### src/rtl/sram_ctrl_pkg.sv
package sram_ctrl_pkg;

    typedef enum logic [2:0] {
        ST_PWRUP = 3'd0,
        ST_IDLE  = 3'd1,
        ST_WRITE = 3'd2,
        ST_WHOLD = 3'd3,
        ST_READ  = 3'd4,
        ST_TURN  = 3'd5
    } sram_state_e;

endpackage

### src/rtl/sram_pwrup_wait.sv
// Counts the power-up interval once after reset; done stays high afterwards.
module sram_pwrup_wait #(
    parameter int PWRUP_CYC = 200
) (
    input  logic clk,
    input  logic rst,
    output logic done
);
    localparam int CNT_W = $clog2(PWRUP_CYC + 1);
    localparam logic [CNT_W-1:0] LAST = CNT_W'(PWRUP_CYC - 1);

    logic [CNT_W-1:0] cnt_q;

    always_ff @(posedge clk) begin
        if (rst) begin
            cnt_q <= '0;
        end else if (cnt_q != LAST) begin
            cnt_q <= cnt_q + 1'b1;
        end
    end

    assign done = (cnt_q == LAST);
endmodule

### src/rtl/sram_phase_timer.sv
// Down-counter that measures the length of a strobe phase.
module sram_phase_timer #(
    parameter int CNT_W = 2
) (
    input  logic             clk,
    input  logic             rst,
    input  logic             load,
    input  logic [CNT_W-1:0] load_val,
    output logic             expired
);
    logic [CNT_W-1:0] cnt_q;

    always_ff @(posedge clk) begin
        if (rst) begin
            cnt_q <= '0;
        end else if (load) begin
            cnt_q <= load_val;
        end else if (cnt_q != '0) begin
            cnt_q <= cnt_q - 1'b1;
        end
    end

    assign expired = (cnt_q == '0);
endmodule

### src/rtl/sram_lane_map.sv
// Maps the lane mask and access type to active-low lane selects.
module sram_lane_map #(
    parameter int LANES = 3
) (
    input  logic             rd_en,
    input  logic             wr_en,
    input  logic [LANES-1:0] mask,
    output logic [LANES-1:0] sel_n
);
    for (genvar i = 0; i < LANES; i++) begin : g_lane
        assign sel_n[i] = !(rd_en || (wr_en && mask[i]));
    end
endmodule

### src/rtl/sram_lane_ctrl.sv
module sram_lane_ctrl
    import sram_ctrl_pkg::*;
#(
    parameter int ADDR_W    = 19,
    parameter int LANES     = 3,
    parameter int LANE_W    = 8,
    parameter int PWRUP_CYC = 200,
    parameter int WR_CYC    = 2,
    parameter int RD_CYC    = 2
) (
    input  logic                      clk,
    input  logic                      rst,
    input  logic                      req_valid,
    input  logic                      req_write,
    input  logic [ADDR_W-1:0]         req_addr,
    input  logic [LANES*LANE_W-1:0]   req_wdata,
    input  logic [LANES-1:0]          req_lanes,
    output logic                      ready,
    output logic [LANES*LANE_W-1:0]   rdata,
    output logic                      rvalid,
    output logic [ADDR_W-1:0]         mem_addr,
    output logic [LANES-1:0]          mem_sel_n,
    output logic                      mem_we_n,
    output logic                      mem_oe_n,
    output logic [LANES*LANE_W-1:0]   mem_dq_out,
    output logic                      mem_dq_oe,
    input  logic [LANES*LANE_W-1:0]   mem_dq_in
);
    localparam int DATA_W = LANES * LANE_W;
    localparam int PH_MAX = (WR_CYC > RD_CYC) ? WR_CYC : RD_CYC;
    localparam int PH_W   = $clog2(PH_MAX + 1);

    sram_state_e      st_q, st_d;
    logic             pwr_done;
    logic             ph_load, ph_expired;
    logic [PH_W-1:0]  ph_val;
    logic             accept, wr_go, rd_go;
    logic [LANES-1:0] mask_q, mask_eff, sel_n_d;

    assign accept = req_valid && (st_q == ST_IDLE);
    assign wr_go  = accept && req_write && (|req_lanes);
    assign rd_go  = accept && !req_write;

    sram_pwrup_wait #(.PWRUP_CYC(PWRUP_CYC)) u_pwrup (
        .clk  (clk),
        .rst  (rst),
        .done (pwr_done)
    );

    sram_phase_timer #(.CNT_W(PH_W)) u_phase (
        .clk      (clk),
        .rst      (rst),
        .load     (ph_load),
        .load_val (ph_val),
        .expired  (ph_expired)
    );

    // Next-state logic
    always_comb begin
        st_d    = st_q;
        ph_load = 1'b0;
        ph_val  = '0;
        unique case (st_q)
            ST_PWRUP: if (pwr_done) st_d = ST_IDLE;
            ST_IDLE: begin
                if (rd_go) begin
                    st_d    = ST_READ;
                    ph_load = 1'b1;
                    ph_val  = PH_W'(RD_CYC - 1);
                end else if (wr_go) begin
                    st_d    = ST_WRITE;
                    ph_load = 1'b1;
                    ph_val  = PH_W'(WR_CYC - 1);
                end
            end
            ST_WRITE: if (ph_expired) st_d = ST_WHOLD;
            ST_WHOLD: st_d = ST_IDLE;
            ST_READ:  if (ph_expired) st_d = ST_TURN;
            ST_TURN:  st_d = ST_IDLE;
            default:  st_d = ST_PWRUP;
        endcase
    end

    // State register
    always_ff @(posedge clk) begin
        if (rst) st_q <= ST_PWRUP;
        else     st_q <= st_d;
    end

    assign mask_eff = wr_go ? req_lanes : mask_q;

    sram_lane_map #(.LANES(LANES)) u_lanes (
        .rd_en (st_d == ST_READ),
        .wr_en (st_d == ST_WRITE),
        .mask  (mask_eff),
        .sel_n (sel_n_d)
    );

    // Registered outputs, decoded from the next state
    always_ff @(posedge clk) begin
        if (rst) begin
            ready      <= 1'b0;
            mem_we_n   <= 1'b1;
            mem_oe_n   <= 1'b1;
            mem_sel_n  <= '1;
            mem_dq_oe  <= 1'b0;
            mem_addr   <= '0;
            mem_dq_out <= '0;
            mask_q     <= '0;
            rvalid     <= 1'b0;
            rdata      <= '0;
        end else begin
            ready     <= (st_d == ST_IDLE);
            mem_we_n  <= (st_d != ST_WRITE);
            mem_oe_n  <= (st_d != ST_READ);
            mem_sel_n <= sel_n_d;
            mem_dq_oe <= (st_d == ST_WRITE) || (st_d == ST_WHOLD);
            if (rd_go || wr_go) mem_addr <= req_addr;
            if (wr_go) begin
                mem_dq_out <= req_wdata;
                mask_q     <= req_lanes;
            end
            rvalid <= (st_q == ST_READ) && (st_d == ST_TURN);
            if ((st_q == ST_READ) && (st_d == ST_TURN)) rdata <= DATA_W'(mem_dq_in);
        end
    end
endmodule

### config.mk
export PLATFORM = sky130hd
export DESIGN_NAME = sram_lane_ctrl
export DESIGN_NICKNAME = d
export VERILOG_FILES = /design/src/rtl/sram_ctrl_pkg.sv /design/src/rtl/sram_pwrup_wait.sv /design/src/rtl/sram_phase_timer.sv /design/src/rtl/sram_lane_map.sv /design/src/rtl/sram_lane_ctrl.sv
export SDC_FILE = /design/constraint.sdc
export NUM_CORES = 1
export LEC_CHECK = 0
export BUFFER_PORTS_ARGS = -buffer_cell sky130_fd_sc_hd__buf_2
export CAP_MARGIN = 25
export CORE_UTILIZATION = 42
export CTS_CLUSTER_DIAMETER = 40
export DETAILED_ROUTE_END_ITERATION = 10
export PLACE_DENSITY = 0.75
export SLEW_MARGIN = 20
export SYNTH_ARGS = -nofsm -noshare
export SYNTH_HDL_FRONTEND = slang
export SYNTH_HIERARCHICAL = 1
export SYNTH_SLANG_ARGS = --single-unit
### constraint.sdc
create_clock -name clk -period 2.13 [get_ports clk]
set_clock_uncertainty 0.05 [all_clocks]
set_input_delay 0.3195 -clock clk [delete_from_list [all_inputs] [get_ports clk]]
set_output_delay 0.3195 -clock clk [all_outputs]
set_load 0.01 [all_outputs]
---- Word level (Yosys, flattened, before mapping) ----
Cells that the tools add are included.
operators by class
  mux-type cells .......................... 15
  reduce and logical (&&, ||, !) cells .... 23
  equal/unequal tests ..................... 14
  add/subtract/negate cells ............... 2
operators with widths
  cell                                                                     number
  3-bit two-way mux                                                        6
  3-bit one-hot mux with 5 select lines                                    1
  3-bit by 2-bit equality test with 1-bit output, second input constant    4
  3-bit equality test, second input constant                               4
  8-bit by 1-bit adder with 8-bit output, second input constant            1
  8-bit equality test, second input constant                               1
  1-bit logical AND                                                        8
  8-bit inequality test, second input constant                             1
  3-bit by 1-bit equality test with 1-bit output, second input constant    2
  1-bit two-way mux                                                        6
  1-bit logical OR                                                         5
  1-bit zero test                                                          4
  2-bit two-way mux                                                        2
  2-bit nonzero test                                                       2
  3-bit zero test                                                          1
  3-bit by 2-bit inequality test with 1-bit output, second input constant  1
  3-bit inequality test, second input constant                             1
  3-bit OR reduction                                                       1
  2-bit zero test                                                          1
  2-bit OR reduction                                                       1
  2-bit by 1-bit subtractor with 2-bit output, second input constant       1
storage, ports and cells
  word-level logic and storage cells ...... 67
  input port bits ......................... 74
  output and inout port bits .............. 75
  flip-flop bits (word level) ............. 91

---- Logic depth before layout (Yosys ltp) ----
Gate-level depths: netlist of the first run.
  word-level depth ........................ 11
  depth in mapped cells ................... 9
  mapped depth without buffers ............ 9

---- Modules after synthesis ----
Netlist of the first run, hierarchy kept.
modules (own cells, without submodules)
  module            area each (sq um)  cells each  times used
  sram_lane_ctrl    2895.3             329         1
  sram_pwrup_wait   377.9              39          1
  sram_phase_timer  121.4              12          1
  sram_lane_map     18.8               3           1

---- Least setup slack after synthesis of the first run ----
No wires, ideal clock.
  path kind ............................... register to register
  from .................................... reg u_phase.cnt_q[0]
  to ...................................... reg mem_sel_n[0]
  cell stages (with the launch flop) ...... 8
  required time ........................... 1957 ps
  period minus slack after synthesis ...... 1975 ps
  path slack .............................. 155 ps
  arrival time ............................ 1802 ps
  path through ............................ dfxtp_1 inv_1 ha_1 or3_1 a32oi_1 nor2b_1 a21oi_1 or2_2
between the ends
  word-level cells in the longest chain between the ends .. 7
ends and longest elaborated chain
  item                                            RTL line                                    text
  start, declared                                 sram_phase_timer.sv:11                      logic [CNT_W-1:0] cnt_q;
  start signal, assigned                          sram_phase_timer.sv:17                      cnt_q <= load_val;
  start signal, assigned                          sram_phase_timer.sv:19                      cnt_q <= cnt_q - 1'b1;
  2-bit zero test *                               sram_phase_timer.sv:23                      assign expired = (cnt_q == '0);
  via ph_expired                                  sram_lane_ctrl.sv:35                        logic ph_load, ph_expired;
  3-bit two-way mux, on equally long branches     sram_lane_ctrl.sv:78, sram_lane_ctrl.sv:76
  3-bit one-hot mux with 5 select lines *         sram_lane_ctrl.sv:63                        unique case (st_q)
  3-bit by 2-bit equality test with 1-bit output  sram_lane_ctrl.sv:94                        .wr_en (st_d == ST_WRITE),
  1-bit logical AND                               sram_lane_map.sv:11                         assign sel_n[i] = !(rd_en || (wr_en && mask[i]));
  1-bit logical OR *                              sram_lane_map.sv:11
  1-bit zero test *                               sram_lane_map.sv:11
  via sel_n_d[0]                                  sram_lane_ctrl.sv:38                        logic [LANES-1:0] mask_q, mask_eff, sel_n_d;
  end signal, assigned                            sram_lane_ctrl.sv:116                       mem_sel_n <= sel_n_d;
  end, declared                                   sram_lane_ctrl.sv:22                        output logic [LANES-1:0] mem_sel_n,
Mark *: on every way through the listed nets, which the timed path passes. The rest lies on a longest branch.
A chain may end at the register's enable or synchronous reset.

---- Worst setup path after layout of the first run ----
  from .................................... reg st_q[1]
  to ...................................... reg mem_sel_n[2]
between the ends
  word-level cells in the longest chain between the ends .. 11
ends and longest elaborated chain
  item                                            RTL line                                    text
  start, declared                                 sram_lane_ctrl.sv:33                        sram_state_e st_q, st_d;
  start signal, assigned                          sram_lane_ctrl.sv:87                        else st_q <= st_d;
  3-bit by 1-bit equality test with 1-bit output  sram_lane_ctrl.sv:40, sram_lane_ctrl.sv:63
  1-bit logical AND                               sram_lane_ctrl.sv:40                        assign accept = req_valid && (st_q == ST_IDLE);
  1-bit logical AND (2 in a row)                  sram_lane_ctrl.sv:41                        assign wr_go = accept && req_write && (|req_lanes);
  3-bit two-way mux                               sram_lane_ctrl.sv:70                        end else if (wr_go) begin
  3-bit two-way mux                               sram_lane_ctrl.sv:66                        if (rd_go) begin
  3-bit one-hot mux with 5 select lines           sram_lane_ctrl.sv:63
  3-bit by 2-bit equality test with 1-bit output  sram_lane_ctrl.sv:94
  1-bit logical AND                               sram_lane_map.sv:11
  1-bit logical OR *                              sram_lane_map.sv:11
  1-bit zero test *                               sram_lane_map.sv:11
  via sel_n_d[2]                                  sram_lane_ctrl.sv:38
Marked as above.

==> metrics.md, run 1 <==
| Metric | Value |
|---|---|
| Initial antenna violation count | `0` |
| Worst setup EP type | `flip-flop` |
| Crit path kind | `reg2reg` |
| Root Buffer | `clkbuf_8` |
| Lkg Pwr | `1.90 nW` |
| First-pass GRT wire length | `12100 um` |
| Max clock buf depth | `2` |
| DR DRC count | `0` |
| Setup TNS | `0 ns` |
| Num CTS Buffers | `9` |
| Post-DP HPWL | `5390 um` |
| Gp weighted congestion | `0.764` |
| Register area share after synthesis | `53.4%` |
| Synth top area cells | `dfxtp_1 53%, nand2_1 11%, a21oi_1 8.1%` |
| H-tree levels | `3` |
| Clk pin slew, worst setup/hold paths | `0.09 ns` |
| Sink Count | `91` |
| Yosys warns | `6` |
| Register-to-register path setup slack | `0.17 ns` |
| Distinct cells, synth | `44` |
| Post-synth EDFFs | `0` |
| Relative slew margins | `41.5%` |
| Slew @ Worst Pin | `0.877 ns` |
| CP Launch Type | `flip-flop` |
| Worst IR drop on VDD | `0.448 mV` |
| Start point of the critical path | `st_q[1]$_SDFF_PP0_` |
| Pre-CTS WS | `0.174 ns` |
| CTS tree | `yes` |
| Most common cell after layout, fill and taps aside | `buf_2` |
| Initial DRC Count | `80` |
| Tcrit/Tclk final | `91.9%` |
| RSZ-0062 raised after global routing | `no` |
| R2r endpoint | `mem_sel_n[2]$_SDFF_PP1_` |
| Synth top area share | `53.4%` |
| Top Ports | `149` |
| Hold Path Class | `in2reg` |
| Final Max Tran Viols | `0` |
| Worst endpoint required time | `2.31 ns` |
| Status | `complete, no violations` |
| Die width | `92.2 um` |
| Reg2Reg Depth | `4` |
| Vias/cell | `4.77` |
| Worst-Skew Late Latency | `0.34 ns` |
| Final WL | `7510 um` |
| Async S/R FF share, synth | `0%` |
| Dominant synthesized flop cell | `dfxtp_1` |
| Die area | `8490 um^2` |
| Layout Utilization | `56.8%` |
| Diodes inserted | `0` |
| Post-route ant nets | `0` |
| GRT Total Usage | `17.8%` |
| CORE AREA | `7810 um^2` |
| Final setup vio count | `0` |
| Fin worst setup slack | `0.173 ns` |
| MaxCap Viol Count | `0` |
| Initial Util | `43.7%` |
| #FFs+latches synth | `91` |
| Fraction of layout cells with a size suffix above 1 | `35.7%` |
| Fillers | `711` |
| Post-Syn Nets | `459` |
| Port Buffers | `148` |
| Total Power | `3.15 mW` |
| Most frequent cells in the layout | `148 x buf_2, 99 x nand2_1, 91 x dfxtp_1, 55 x a21oi_1, 26 x nor2_1` |
| Worst reg2reg path startpoint | `st_q[1]$_SDFF_PP0_` |
| Avg Cell Area, Syn | `8.91 um^2` |
| Rows | `32` |
| Worst-path fanout max | `7` |
| Cell Pwr Density | `709 nW/um^2` |
| Post-CTS setup buffers | `0` |
| Synth area leader | `dfxtp_1` |
| Via count | `3023` |
| Die height | `92.2 um` |
| Number of global-route vias before repair | `2777` |
| Fmax | `511 MHz` |
| GRT overflow | `0` |
| Netlist Area Pre-Place | `3410 um^2` |
| Crit path time final | `1.96 ns` |
| Arrival time at the worst endpoint | `2.14 ns` |
| Layout Nets | `603` |
| Largest net degree at the start of global routing | `38` |
| Area grow syn2layout | `30.0%` |
| Gate Count Post-Synth | `383` |
| Drt pass-1 iters | `4` |
| Critical path endpoint | `mem_sel_n[2]$_SDFF_PP1_` |
| Final Hold Viols | `0` |
| WL/cell | `11.9 um` |
[where the power goes]
part / switching [mW] / internal (mW)
Clock: 0.593 / 0.608
Sequential: 0.0119 / 1.72
Combinational: 0.101 / 0.113
[flip-flops by register name (all words and copies together) (netlist names)]
register / flops
u_phase/cnt_q: 2
mem_dq_out: 24
mem_dq_oe: 1
ready: 1
rdata: 24
mem_sel_n: 3
u_pwrup/cnt_q: 8
st_q: 3
mem_addr: 19
rvalid: 1
mem_oe_n: 1
mask_q: 3
mem_we_n: 1
[cells in the mapped netlist, types with 2 or more instances]
cell type	count
xor2_1	4
and3_1	2
or2_2	3
nand2_1	99
ha_1	2
buf_6	2
nand2b_1	3
mux2_4	2
nor2_1	26
buf_2	5
o21ai_0	6
mux2i_1	20
buf_4	4
mux2_2	2
nand3b_1	3
or3_1	5
inv_1	4
nor2b_1	7
nand3_1	4
a21oi_1	55
dfxtp_1	91
clkbuf_1	12
[layout make-up]
type | instances | area [um^2] | area share [%]
clock buffer | 11 | 151 | 3.41
clock inverter | 5 | 61.3 | 1.38
inverter | 4 | 15.0 | 0.338
multi-input combinational | 264 | 1450 | 32.7
sequential | 91 | 1820 | 41.1
tap | 102 | 128 | 2.88
timing repair buffer | 157 | 808 | 18.2
[per-stage QoR]
step | hold slack (ns) | instance area [um^2] | cells
floorplan | 0.371 | 3410 | 383
global placement | 0.388 | 4220 | 618
detailed placement | 0.394 | 4220 | 618
CTS | 0.130 | 4440 | 634
global route | 0.129 | 4440 | 634
finish | 0.148 | 4440 | 634
[critical path, stage by stage (launching register included)]
cell	delay, ns
dfxtp_1	0.45
or3b_2	0.50
o21ai_0	0.45
a21oi_1	0.11
or2_2	0.29
[per-layer routing]
layer	wire length, um	vias to the layer above	GRT usage (%)
li1	-	1544	-
met1	3320	1371	20.8
met2	3680	93	31.2
met3	368	15	3.48
met4	153	0	8.46
met5	0	-	0
[worst min path at each step]
stage                                                to                        start  cells after the start
final                            rdata[13]$_SDFFE_PP0P_                mem_dq_in[13]                      3
after global routing             rdata[17]$_SDFFE_PP0P_                mem_dq_in[17]                      3
after CTS                        rdata[13]$_SDFFE_PP0P_                mem_dq_in[13]                      3
after detailed placement          rdata[3]$_SDFFE_PP0P_        rdata[3]$_SDFFE_PP0P_                      2
after global placement      mem_dq_out[18]$_SDFFE_PP0P_  mem_dq_out[18]$_SDFFE_PP0P_                      2
after floorplan           u_phase/cnt_q[1]$_SDFFE_PP0P_                          rst                      1
[logic make-up (layout without fill, tap and decap cells)]
logic type / after synthesis / in the layout / share of synthesized area, %
buffers and inverters: 28 / 177 / 4.14
flip-flops: 91 / 91 / 53.4
other: 1 / 1 / 0.110
AND/OR/NAND/NOR: 163 / 163 / 21.8
adder cells (fa/ha/maj): 2 / 2 / 0.733
AO/OA/AOI/OAI: 69 / 69 / 11.1
XOR/XNOR: 5 / 5 / 1.28
multiplexers: 24 / 24 / 7.40
[what timing repair did]
item / in CTS / in global routing
hold buffers: 0 / 0
endpoints found under the setup margin: 0 / 14
hold endpoints to repair: 0 / 0
resized for setup: 0 / 1
No activity file was read; power rests on OpenSTA's default activity.
==> run 2: changes to the inputs <==
Settings changed: CORE_UTILIZATION 42 to 47, PLACE_DENSITY 0.75 to 0.79.
Clock period 2.13 ns to 1.9 ns, I/O delays scaled along.
==> run 2 against run 1 <==
  * Global-route usage increased by 2.5 points
  * Clock power increased by 18%
  * Sequential power increased by 12%
  * Hold slack got worse by 0.043 ns
  * Largest power group unchanged
  * Cell count decreased by 0.32%
==> metrics.md, run 2 (same netlist as run 1, synthesis figures left out) <==
| Metric | Value |
|---|---|
| Worst IR drop on VDD | `0.550 mV (was 0.448 mV)` |
| Crit-path cells | `inv_1, ha_2, or3_1, a32oi_2, nor2b_4, a21oi_1, or2_2 (was or3b_2, o21ai_0, a21oi_1, or2_2)` |
| P_int | `2.80 mW (was 2.44 mW)` |
| Lkg Pwr | `1.94 nW (was 1.90 nW)` |
| Largest net degree at the start of global routing | `31 (was 38)` |
| Post-CTS setup buffers | `0 (unchanged)` |
| CORE AREA | `6910 um^2 (was 7810 um^2)` |
| Setup TNS | `0 ns (unchanged)` |
| CTS tree | `yes (unchanged)` |
| Multi-input gate area | `1470 um^2 (was 1450 um^2)` |
| R2r endpoint | `mem_sel_n[2]$_SDFF_PP1_ (unchanged)` |
| H-tree levels | `3 (unchanged)` |
| Biggest cell delay along the critical path | `0.36 ns (was 0.50 ns)` |
| Diodes inserted | `0 (unchanged)` |
| CP Launch Type | `flip-flop (unchanged)` |
| Area grow syn2layout | `31.8% (was 30.0%)` |
| Max clock buf depth | `2 (unchanged)` |
| Final Hold Viols | `0 (unchanged)` |
| Share of total power in combinational logic | `6.9% (was 6.8%)` |
| Clk pin slew, worst setup/hold paths | `0.09 ns (about the same)` |
| Rows | `30 (was 32)` |
| Tcrit/Tclk final | `96.5% (was 91.9%)` |
| Sw Share | `22.2% (was 22.4%)` |
| Worst Hold Depth | `3 (unchanged)` |
| Hold Startpoint | `mem_dq_in[12] (was mem_dq_in[13])` |
| Die area | `7610 um^2 (was 8490 um^2)` |
| Fillers | `616 (was 711)` |
| Worst-path fanout max | `3 (was 7)` |
| WL/cell | `12.4 um (was 11.9 um)` |
| Fraction of layout cells with a size suffix above 1 | `37.3% (was 35.7%)` |
| Vias/cell | `4.89 (was 4.77)` |
| Initial Util | `49.4% (was 43.7%)` |
| Reg2Reg Depth | `7 (was 4)` |
| Num CTS Buffers | `9 (unchanged)` |
| Final WL | `7820 um (was 7510 um)` |
| Worst path slowest cell | `or3_1 (was or3b_2)` |
| First-pass GRT wire length | `12000 um (was 12100 um)` |
| GRT overflow | `0 (unchanged)` |
| Gp weighted congestion | `0.752 (was 0.764)` |
| Die width | `87.2 um (was 92.2 um)` |
| Root Buffer | `clkbuf_8 (unchanged)` |
| Crit path kind | `reg2reg (unchanged)` |
| Fmax | `546 MHz (was 511 MHz)` |
| Relative slew margins | `63.3% (was 41.5%)` |
| Status | `complete, no violations (unchanged)` |
| FF+latch area | `1830 um^2 (was 1820 um^2)` |
| Hold_ws | `0.105 ns (was 0.148 ns)` |
| Psw | `0.798 mW (was 0.706 mW)` |
| Slew @ Worst Pin | `0.551 ns (was 0.877 ns)` |
| Most frequent cells in the layout | `148 x buf_2, 99 x nand2_1, 88 x dfxtp_1, 55 x a21oi_1, 26 x nor2_1 (was 148 x buf_2, 99 x nand2_1, 91 x dfxtp_1, 55 x a21oi_1, 26 x nor2_1)` |
| Crit path time final | `1.83 ns (was 1.96 ns)` |
| Worst hold endpoint | `rdata[12]$_SDFFE_PP0P_ (was rdata[13]$_SDFFE_PP0P_)` |
| CTS Hold Buffers Added | `0 (unchanged)` |
| Die height | `87.2 um (was 92.2 um)` |
| Worst setup EP type | `flip-flop (unchanged)` |
| DR DRC count | `0 (unchanged)` |
| Total Power | `3.60 mW (was 3.15 mW)` |
| Layout Nets | `607 (was 603)` |
| Final setup vio count | `0 (unchanged)` |
| Worst reg2reg path startpoint | `u_phase/cnt_q[0]$_SDFFE_PP0P_ (was st_q[1]$_SDFF_PP0_)` |
| Worst-Skew Late Latency | `0.35 ns (was 0.34 ns)` |
| GRT Total Usage | `20.3% (was 17.8%)` |
| Initial DRC Count | `66 (was 80)` |
| Post-route ant nets | `0 (unchanged)` |
| Cell Pwr Density | `800 nW/um^2 (was 709 nW/um^2)` |
| Hold Path Class | `in2reg (unchanged)` |
| Port Buffers | `148 (unchanged)` |
| Top Ports | `149 (unchanged)` |
| Most common cell after layout, fill and taps aside | `buf_2 (unchanged)` |
| Post-DP HPWL | `5650 um (was 5390 um)` |
| Sequential Power Share | `53.9% (was 55.0%)` |
| Initial antenna violation count | `0 (unchanged)` |
| Arrival time at the worst endpoint | `2.02 ns (was 2.14 ns)` |
| RSZ-0062 raised after global routing | `no (unchanged)` |
| Final Max Tran Viols | `0 (unchanged)` |
| Register-to-register path setup slack | `0.07 ns (was 0.17 ns)` |
| Via count | `3088 (was 3023)` |
| Worst endpoint required time | `2.09 ns (was 2.31 ns)` |
| Sink Count | `91 (unchanged)` |
| Number of global-route vias before repair | `2843 (was 2777)` |
| Clock power frac | `39.1% (was 38.2%)` |
| Drt pass-1 iters | `4 (unchanged)` |
| MaxCap Viol Count | `0 (unchanged)` |
| Biggest regs | `mem_dq_out (24), rdata (24), mem_addr (19) (unchanged)` |
## run 2: cell type report
class,count,area share (%)
clock buffers,10,2.84
clock inverters,6,1.97
inverters,4,0.334
multi-input cells,264,32.7
flip-flops and latches,91,40.6
well taps,96,2.67
repair buffers,161,18.9
## run 2: metrics by stage
step	cells	setup slack [ns]	utilization (%)	cell area, um^2
2_1_floorplan	383	0.0451	-	3430
3_3_place_gp	616	0.113	61.9	4280
3_5_place_dp	616	0.0358	61.9	4280
4_1_cts	632	0.0179	65.0	4490
5_1_grt	632	0.00773	65.1	4500
6_report	632	0.0670	65.1	4500
## run 2: metal layers
layer  vias to the layer above  routed length [um]  global-route usage [%]
met1                      1422                3340                    22.9
met3                        17                 409                    4.64
met5                         -                   0                       0
met2                        94                3880                    35.9
met4                         0                 189                    10.4
li1                       1555                   -                       -
## run 2: worst max path at each step
stage	startpoint	endpoint	slack, ns	depth (start not counted)
6_report	u_phase/cnt_q[0]$_SDFFE_PP0P_	mem_sel_n[2]$_SDFF_PP1_	0.07	7
5_1_grt	u_phase/cnt_q[0]$_SDFFE_PP0P_	mem_sel_n[2]$_SDFF_PP1_	0.008	7
4_1_cts	u_phase/cnt_q[0]$_SDFFE_PP0P_	rdata[2]$_SDFFE_PP0P_	0.02	6
3_5_place_dp	u_phase/cnt_q[0]$_SDFFE_PP0P_	rdata[2]$_SDFFE_PP0P_	0.04	6
3_3_place_gp	u_phase/cnt_q[0]$_SDFFE_PP0P_	mem_sel_n[0]$_SDFF_PP1_	0.11	7
2_1_floorplan	u_phase/cnt_q[0]$_SDFFE_PP0P_	mem_sel_n[0]$_SDFF_PP1_	0.05	7
## run 2: power groups by stage
stage | clock (mW) | sequential (mW) | combinational (mW)
global placement | 0 | 1.98 | 0.239
floorplan | 0 | 1.98 | 0.128
finish | 1.41 | 1.94 | 0.250
global route | 1.51 | 1.94 | 0.280
CTS | 1.44 | 1.94 | 0.251
detailed placement | 0 | 1.99 | 0.250
## run 2: worst max-delay path: cells and delay by family (launching register included)
| kind | cells | cell delay [ns] |
|---|---|---|
| compound gates | 2 | 0.28 |
| fa+ha+maj | 1 | 0.18 |
| buf+inv | 1 | 0.05 |
| flops | 1 | 0.35 |
| simple gates | 3 | 0.82 |
## run 2: repair_timing
action,in CTS,in global routing
setup endpoints to repair,0,26
hold endpoints to repair,0,0
gates resized for setup,0,6
==> run 3: changes to the inputs <==
Settings changed: CTS_BUF_LIST set to sky130_fd_sc_hd__clkbuf_4 sky130_fd_sc_hd__clkbuf_8 sky130_fd_sc_hd__clkbuf_16.
==> run 3 against run 2 <==
  * Maximum frequency about the same
  * Global-route usage is 0.081 points higher
  * Sequential share of layout area barely moved
  * First-iteration DRC count is 6.1% lower
  * Setup slack about the same
  * Hold slack got worse by 0.0034 ns
  * Cell count did not move
  * Core utilization grew 0.054 points
  * Power rose by 0.45%
  * Critical endpoint unchanged
==> metrics.md, run 3 (same netlist as run 1, synthesis figures left out) <==
| Metric | Value |
|---|---|
| Post-DP HPWL | `5650 um (unchanged)` |
| Worst-path fanout max | `3 (unchanged)` |
| Die area | `7610 um^2 (unchanged)` |
| Hold Startpoint | `mem_dq_in[12] (unchanged)` |
| Via count | `3069 (was 3088)` |
| Worst setup EP type | `flip-flop (unchanged)` |
| Final WL | `7820 um (about the same)` |
| Post-CTS setup buffers | `0 (unchanged)` |
| FF+latch area | `1830 um^2 (unchanged)` |
| First-pass GRT wire length | `12100 um (was 12000 um)` |
| Die height | `87.2 um (unchanged)` |
| Arrival time at the worst endpoint | `2.02 ns (about the same)` |
| Number of global-route vias before repair | `2841 (was 2843)` |
| Fillers | `618 (was 616)` |
| Relative slew margins | `63.2% (was 63.3%)` |
| Most common cell after layout, fill and taps aside | `buf_2 (unchanged)` |
| Slew @ Worst Pin | `0.551 ns (about the same)` |
| Post-CTS sizing | `0 (unchanged)` |
| Sink Count | `91 (unchanged)` |
| Setup TNS | `0 ns (unchanged)` |
| Reg2Reg Depth | `7 (unchanged)` |
| Vias/cell | `4.86 (was 4.89)` |
| GRT overflow | `0 (unchanged)` |
| Post-route ant nets | `0 (unchanged)` |
| Multi-input gate area | `1470 um^2 (unchanged)` |
| Worst endpoint required time | `2.09 ns (about the same)` |
| Lkg Pwr | `1.94 nW (about the same)` |
| Fin worst setup slack | `0.0670 ns (about the same)` |
| H-tree levels | `3 (unchanged)` |
| Fraction of layout cells with a size suffix above 1 | `37.5% (was 37.3%)` |
| Worst IR drop on VDD | `0.396 mV (was 0.550 mV)` |
| Root Buffer | `clkbuf_8 (unchanged)` |
| CP Launch Type | `flip-flop (unchanged)` |
| Hold Path Class | `in2reg (unchanged)` |
| Initial Util | `49.4% (unchanged)` |
| DR DRC count | `0 (unchanged)` |
| GRT Total Usage | `20.4% (was 20.3%)` |
| Max clock buf depth | `2 (unchanged)` |
| Final Hold Viols | `0 (unchanged)` |
| Worst-Skew Late Latency | `0.35 ns (about the same)` |
| Rows | `30 (unchanged)` |
| Fmax | `546 MHz (about the same)` |
| Crit path time final | `1.83 ns (about the same)` |
| CTS Hold Buffers Added | `0 (unchanged)` |
| Area grow syn2layout | `31.9% (was 31.8%)` |
| Worst Hold Depth | `3 (unchanged)` |
| Initial DRC Count | `62 (was 66)` |
| Tcrit/Tclk final | `96.5% (about the same)` |
| Clk pin slew, worst setup/hold paths | `0.09 ns (about the same)` |
| Port Buffers | `148 (unchanged)` |
| Die width | `87.2 um (unchanged)` |
| Diodes inserted | `0 (unchanged)` |
| Status | `complete, no violations (unchanged)` |
| Num CTS Buffers | `9 (unchanged)` |
| Biggest regs | `mem_dq_out (24), rdata (24), mem_addr (19) (unchanged)` |
| CORE AREA | `6910 um^2 (unchanged)` |
| Gp weighted congestion | `0.752 (unchanged)` |
| Most frequent cells in the layout | `148 x buf_2, 99 x nand2_1, 88 x dfxtp_1, 55 x a21oi_1, 26 x nor2_1 (unchanged)` |
| RSZ-0062 raised after global routing | `no (unchanged)` |
| Start point of the critical path | `u_phase/cnt_q[0]$_SDFFE_PP0P_ (unchanged)` |
| CTS tree | `yes (unchanged)` |
| Layout Nets | `607 (unchanged)` |
| Worst reg2reg path startpoint | `u_phase/cnt_q[0]$_SDFFE_PP0P_ (unchanged)` |
| Cell Pwr Density | `803 nW/um^2 (was 800 nW/um^2)` |
| MaxCap Viol Count | `0 (unchanged)` |
| Crit path kind | `reg2reg (unchanged)` |
| Final setup vio count | `0 (unchanged)` |
| Top Ports | `149 (unchanged)` |
| Largest net degree at the start of global routing | `31 (unchanged)` |
| Drt pass-1 iters | `4 (unchanged)` |
| Pre-CTS WS | `0.0358 ns (unchanged)` |
| WL/cell | `12.4 um (about the same)` |
| Initial antenna violation count | `0 (unchanged)` |
| Final Max Tran Viols | `0 (unchanged)` |
[run 3: cell count changes in the layout (fill, tap and decap cells not counted)]
cell	delta
clkbuf_1	-1
clkbuf_4	+1
[run 3: metal layers]
layer  share of wire (%)  GRT usage, %  up-vias  wire (um)
met3                 5.1          4.64       15        401
met2                  50          35.8       88       3890
met5                   0             0        -          0
met4                 2.2          10.4        0        175
li1                    -             -     1557          -
met1                  43          23.2     1409       3350
[run 3: final timing paths]
kind / endpoint / slack, ns
min reg2reg: rdata[14]$_SDFFE_PP0P_ / 0.40
max reg2reg: mem_sel_n[2]$_SDFF_PP1_ / 0.07
min: rdata[12]$_SDFFE_PP0P_ / 0.10
max: mem_sel_n[2]$_SDFF_PP1_ / 0.07
[run 3: critical path, stage by stage, from the launching register on]
cell and delay [ns]:
dfxtp_1 0.35, inv_1 0.05, ha_2 0.18, or3_1 0.36, a32oi_2 0.23, nor2b_4 0.20, a21oi_1 0.05, or2_2 0.26
[run 3: area by class of cell]
type / instances / area share [%]
well taps: 96 / 2.67
inverters: 4 / 0.333
clock buffers: 10 / 2.92
repair buffers: 161 / 18.9
clock inverters: 6 / 1.97
multi-input cells: 264 / 32.7
flip-flops and latches: 91 / 40.5
[run 3: metrics by stage]
stage	util (%)	total power, mW	hold slack [ns]	cells	cell area (um^2)
2_1_floorplan	-	2.11	0.337	383	3430
3_3_place_gp	61.9	2.22	0.388	616	4280
3_5_place_dp	61.9	2.24	0.394	616	4280
4_1_cts	65.1	3.65	0.0950	632	4500
5_1_grt	65.2	3.75	0.0925	632	4500
6_report	65.2	3.62	0.102	632	4500
[run 3: report_power, final]
part / switching [mW] / leakage (nW) / internal, mW
registers: 0.0139 / 0.735 / 1.93
logic: 0.119 / 1.10 / 0.131
clock network: 0.667 / 0.106 / 0.758
total: 0.799 / 1.94 / 2.82
